$ cat src/rtl/mem_window_dec.sv
module mem_window_dec #(
  parameter int ADDR_W = 20
) (
  input  logic              clk,
  input  logic              rst_n,
  input  logic [ADDR_W-1:0] bus_addr,
  input  logic              bus_rd,
  input  logic              bus_wr,
  input  logic [7:0]        bus_wdata,
  output logic [7:0]        bus_rdata,
  input  logic              rom_en,
  output logic [12:0]       rom_addr,
  input  logic [7:0]        rom_rdata,
  output logic [7:0]        ctrl_q,
  input  logic [7:0]        status_in,
  output logic              stat_set,
  output logic [2:0]        ctl_idx,
  output logic              ctl_rd,
  output logic              ctl_wr,
  input  logic [7:0]        ctl_rdata,
  output logic [8:0]        dp_off,
  output logic              dp_rd,
  output logic              dp_wr,
  input  logic [7:0]        dp_rdata
);
  localparam int OFF_W    = 14;
  localparam int RAM_AW   = 7;
  localparam int RAM_D    = 1 << RAM_AW;
  localparam logic [OFF_W-1:0] ROM_END  = 14'h1800;
  localparam logic [OFF_W-1:0] RAM_BASE = 14'h1800;
  localparam logic [OFF_W-1:0] CTRL_LO  = 14'h1C00;
  localparam logic [OFF_W-1:0] STAT_LO  = 14'h1C20;
  localparam logic [OFF_W-1:0] STAT_HI  = 14'h1C40;
  localparam logic [OFF_W-1:0] REG_LO   = 14'h1D00;
  localparam logic [OFF_W-1:0] DP_LO    = 14'h1E00;
  localparam logic [OFF_W-1:0] DP_HI    = 14'h2000;

  logic [OFF_W-1:0] off;
  logic hit_rom, hit_ram, hit_ctrl, hit_stat, hit_reg, hit_dp, hit_none;
  logic [7:0] ram [RAM_D];
  logic [7:0] rd_mux;
  logic       set_edge;

  assign off      = bus_addr[OFF_W-1:0];
  assign hit_rom  = off < ROM_END;
  assign hit_ram  = (off >= RAM_BASE) && (off < RAM_BASE + RAM_D);
  assign hit_ctrl = (off >= CTRL_LO) && (off < STAT_LO);
  assign hit_stat = (off >= STAT_LO) && (off < STAT_HI);
  assign hit_reg  = (off >= REG_LO) && (off < DP_LO);
  assign hit_dp   = (off >= DP_LO) && (off < DP_HI);
  assign hit_none = !(hit_rom || hit_ram || hit_ctrl || hit_stat || hit_reg || hit_dp);

  assign rom_addr = off[12:0];
  assign ctl_idx  = off[7:5];
  assign ctl_rd   = bus_rd && hit_reg;
  assign ctl_wr   = bus_wr && hit_reg;
  assign dp_off   = off[8:0];
  assign dp_rd    = bus_rd && hit_dp;
  assign dp_wr    = bus_wr && hit_dp;

  assign set_edge = bus_wr && hit_ctrl && bus_wdata[1] && !ctrl_q[1];

  always_comb begin
    rd_mux = 8'hFF;
    if (hit_rom && rom_en) rd_mux = rom_rdata;
    else if (hit_ram)      rd_mux = ram[off[RAM_AW-1:0]];
    else if (hit_ctrl)     rd_mux = ctrl_q;
    else if (hit_stat)     rd_mux = status_in;
    else if (hit_reg)      rd_mux = ctl_rdata;
    else if (hit_dp)       rd_mux = dp_rdata;
  end

  always_ff @(posedge clk) begin
    if (bus_wr && hit_ram) ram[off[RAM_AW-1:0]] <= bus_wdata;
  end

  always_ff @(posedge clk) begin
    if (!rst_n) begin
      ctrl_q    <= 8'h00;
      stat_set  <= 1'b0;
      bus_rdata <= 8'hFF;
    end else begin
      stat_set <= set_edge;
      if (bus_wr && hit_ctrl) ctrl_q <= bus_wdata;
      if (bus_rd) bus_rdata <= rd_mux;
    end
  end

  a_r8_set_rise: assert property (@(posedge clk) disable iff (!rst_n)
    stat_set |-> (ctrl_q[1] && !$past(ctrl_q[1])));
  a_r4_ctrl_hold: assert property (@(posedge clk) disable iff (!rst_n)
    !$past(bus_wr && hit_ctrl) |-> $stable(ctrl_q));
  a_r10_rdata_hold: assert property (@(posedge clk) disable iff (!rst_n)
    !$past(bus_rd) |-> $stable(bus_rdata));
  a_r9_unmapped_ff: assert property (@(posedge clk) disable iff (!rst_n)
    $past(bus_rd && hit_none) |-> (bus_rdata == 8'hFF));
  a_r6_one_target: assert property (@(posedge clk) disable iff (!rst_n)
    $onehot0({ctl_rd || ctl_wr, dp_rd || dp_wr}));
  a_r2_rom_off_ff: assert property (@(posedge clk) disable iff (!rst_n)
    $past(bus_rd && hit_rom && !rom_en) |-> (bus_rdata == 8'hFF));
endmodule

$ cat config.mk
export PLATFORM = sky130hd
export DESIGN_NAME = mem_window_dec
export DESIGN_NICKNAME = d
export VERILOG_FILES = /design/src/rtl/mem_window_dec.sv
export SDC_FILE = /design/constraint.sdc
export NUM_CORES = 1
export LEC_CHECK = 0
export CAP_MARGIN = 20
export CORE_UTILIZATION = 55
export CTS_CLUSTER_SIZE = 12
export DETAILED_ROUTE_END_ITERATION = 8
export DONT_BUFFER_PORTS = 1
export PLACE_DENSITY = 0.68
export SYNTH_ARGS = -nofsm -noshare
export SYNTH_HDL_FRONTEND = slang
export SYNTH_SLANG_ARGS = --single-unit
$ cat constraint.sdc
create_clock -name clk -period 3.1 [get_ports clk]
set_input_delay 0.62 -clock clk [delete_from_list [all_inputs] [get_ports clk]]
set_output_delay 0.62 -clock clk [all_outputs]
set_load 0.05 [all_outputs]
==> results.py <==
metrics = {
    "run_status": {
        "status": "complete, but fails checks",
        "violations": "negative setup slack",
    },
    "grt": {
        "grt_pass1_wl_mm": 171,
        "grt.total_usage_pct": 31.4,
        "antenna_found_initial": 3,
        "grt_max_degree": 257,
        "grt_pass1_vias": 24300,
        "grt_overflow_total": 0,
    },
    "synth": {
        "synth-edff-count": 1024,
        "synth_xor_area_share_pct": 0,
        "ys_seq_area_share_pct": 75.3,
        "syn-num-nets": 2461,
        "synth.cell_area_sq_mm": 0.0413,
        "ys_types": 79,
        "async_flop_share_pct": 0,
        "synth_top_family_by_area": "compound AO/OA/AOI/OAI gates",
        "synthMuxAreaShare_pct": 7.86,
        "synthSimpleGateAreaFrac_pct": 4.69,
        "synth_compound_area_share_pct": 9.49,
        "synthAdderAreaFrac_pct": 0,
        "ys_warn_count": 0,
        "synthCells": 2396,
        "ys_ff_latch": 1041,
        "synth.avg_cell_area_sq_um": 17.2,
        "ys.flop_type": "edfxtp_1",
    },
    "sta": {
        "tightest_slew_ns": 1.34,
        "setup_slack_ns": -0.235,
        "report.final.hold_viol_count": 0,
        "slew_headroom_pct": 10.8,
        "setup_viol": 5,
        "min_period_ns": 3.34,
        "final-max-slew-violation-count": 0,
        "finalClockSkew_ns": 0.0259,
        "rsz0062_at_grt": "no",
        "fin_crit_sh_pct": 108,
        "fin_tns_setup_ns": -0.582,
        "fmax_ghz": 0.300,
    },
    "clocking": {
        "clk_latency_ns": 0.67,
        "cts_buffers": 105,
        "postCtsSetupRepairBufs": 0,
        "hold_buffers": 0,
        "cts_num_sinks": 1041,
        "clkSlewWorstSetupHoldPaths_ns": 0.06,
        "htreeDepth": 3,
        "cts_tree": "built",
        "ctsRootBufferMaster": "clkbuf_16",
        "max-clock-path-buffers": 3,
        "ctsResizeCount": 0,
    },
    "placed_design": {
        "dp_hpwl_mm": 71.3,
        "numPortBuffers": 0,
        "place_congestion": 0.902,
        "dpl_cell_area_sq_mm": 0.0436,
    },
    "pwr": {
        "cellLeakagePower_uw": 0.0152,
        "vdd_ir_drop_max_v": 0.000543,
        "p_per_area_mw_per_mm2": 607,
    },
    "route": {
        "drtIter0Drc": 3802,
        "drc": 0,
        "wire_per_inst_um": 33.2,
        "dr.pass1.iters": 8,
        "vias": 25000,
        "final_antenna_net_count": 0,
        "totalWireLength_mm": 120,
        "vias_per_cell": 6.90,
    },
    "setup_path": {
        "arrival_ns": 3.92,
        "cp-start-kind": "input pin",
        "critPathTopFamily": "compound AO/OA/AOI/OAI gates",
        "cp_slowest_stage_delay_ns": 0.79,
        "cp_max_fo": 256,
        "worstSetupPathType": "input pin to flip-flop",
        "slowest_stage": "a2111oi_0",
        "end_kind": "flip-flop",
        "path_cells": "nor3b_4, buf_12, a221o_1, o22ai_1, a2111oi_0, o211ai_1, a41oi_1",
        "crit_required_ns": 3.68,
        "worst-path-buf-inv": 1,
    },
    "final_layout": {
        "area_delta_synth_final_pct": 13.1,
        "layout_commonest_cell": "edfxtp_1",
        "final_nets": 2642,
        "final-seq-area_sq_mm": 0.0311,
        "finalInstanceArea_sq_mm": 0.0467,
        "multi_input_area_sq_mm": 0.00914,
        "drive_above_1_share_pct": 20.5,
        "final_core_util_pct": 62.8,
        "layout_common_cells": "1024 x edfxtp_1, 255 x buf_4, 181 x nor2_1",
        "fill_cells": 5293,
    },
    "floorplan": {
        "coreArea_sq_mm": 0.0743,
        "die-area_sq_mm": 0.0762,
        "io_pins": 111,
        "initial_core_util_pct": 55.6,
        "die_h_um": 276,
        "rows": 100,
        "fp.dieW_um": 276,
    },
    "job": {
        "drv_cap": 0,
    },
    "worst_hold_path": {
        "hold_class": "input pin to flip-flop",
    },
}
Yosys cell counts, drive strengths merged (11+ instances only):
master      n  area (sq um)
edfxtp   1024         30700
nor2      183           692
buf       121           806
a22oi     109           818
mux2i     101          1010
mux2       84           950
nand2      82           308
a221oi     69           604
clkbuf     69           259
mux4       57          1280
a21oi      45           225
o21ai      41           205
a221o      33           330
a31oi      23           144
o22ai      23           144
o2bb2ai    23           201
nand3      21           105
nor2b      21           131
a22o       17           149
dfxtp      17           340
o211ai     14           105
o221ai     14           123
nor4       12          75.1
and3       11          68.8
o2111ai    11          96.3
final timing paths:
| check | endpoint | slack, ns | startpoint | cells after the start |
|---|---|---|---|---|
| worst max-delay path | bus_rdata[1] | -0.24 | bus_addr[2] | 7 |
| worst min-delay path | ram[117][7] | 0.05 | bus_wdata[7] | 0 |
| worst max register to register | bus_rdata[4] | 0.65 | ram[75][4] | 7 |
| worst min register to register | stat_set | 0.71 | ctrl_q[1] | 2 |
layout make-up:
| cell class | instances | area share [%] |
|---|---|---|
| flip-flops and latches | 1041 | 66.6 |
| multi-input cells | 1153 | 19.6 |
| clock buffers | 159 | 6.28 |
| repair buffers | 264 | 4.48 |
| well taps | 969 | 2.60 |
| clock inverters | 28 | 0.402 |
| inverters | 12 | 0.0964 |
| diodes | 1 | 0.00536 |
per-stage QoR:
step	hold WS, ns	cells	total power, uW	setup WS (ns)
6_report	0.0546	3627	28300	-0.235
5_1_grt	0.0379	3626	28900	0.171
4_1_cts	0.0511	3626	28300	0.526
3_5_place_dp	0.705	3439	16800	-0.162
3_3_place_gp	0.692	3439	16800	-0.0343
2_1_floorplan	0.663	2396	16600	0.332
power by group:
group	switching, uW	internal (uW)
Combinational	627	455
Sequential	31.9	15400
Clock	5120	6640
Total	5780	22500
cell families after synthesis:
logic type	Yosys count
AO/OA/AOI/OAI	509
AND/OR/NAND/NOR	402
flip-flops	1041
buffers and inverters	202
multiplexers	242
flip-flops by register name, indices dropped and copies added (netlist names):
signal / cells
bus_rdata: 8
stat_set: 1
ram: 1024
ctrl_q: 8
routing by layer:
metal,global-route usage (%),wire length (um),share of wire (%),vias to the layer above
met5,0,27,0.022,-
met1,43.5,45300,38,12800
met2,48.2,55300,46,1777
met3,7.26,14400,12,324
met4,13.2,5430,4.5,4
li1,-,-,-,10100
worst register-to-register path: stages, from the launching register on:
cell      delay [ns]
edfxtp_1        0.38
mux2_1          0.34
a221o_1         0.30
a222oi_1        0.40
buf_4           0.22
o22ai_1         0.17
nor4_1          0.37
a31oi_1         0.13
Note: power is estimated with default switching activity, not from simulation.
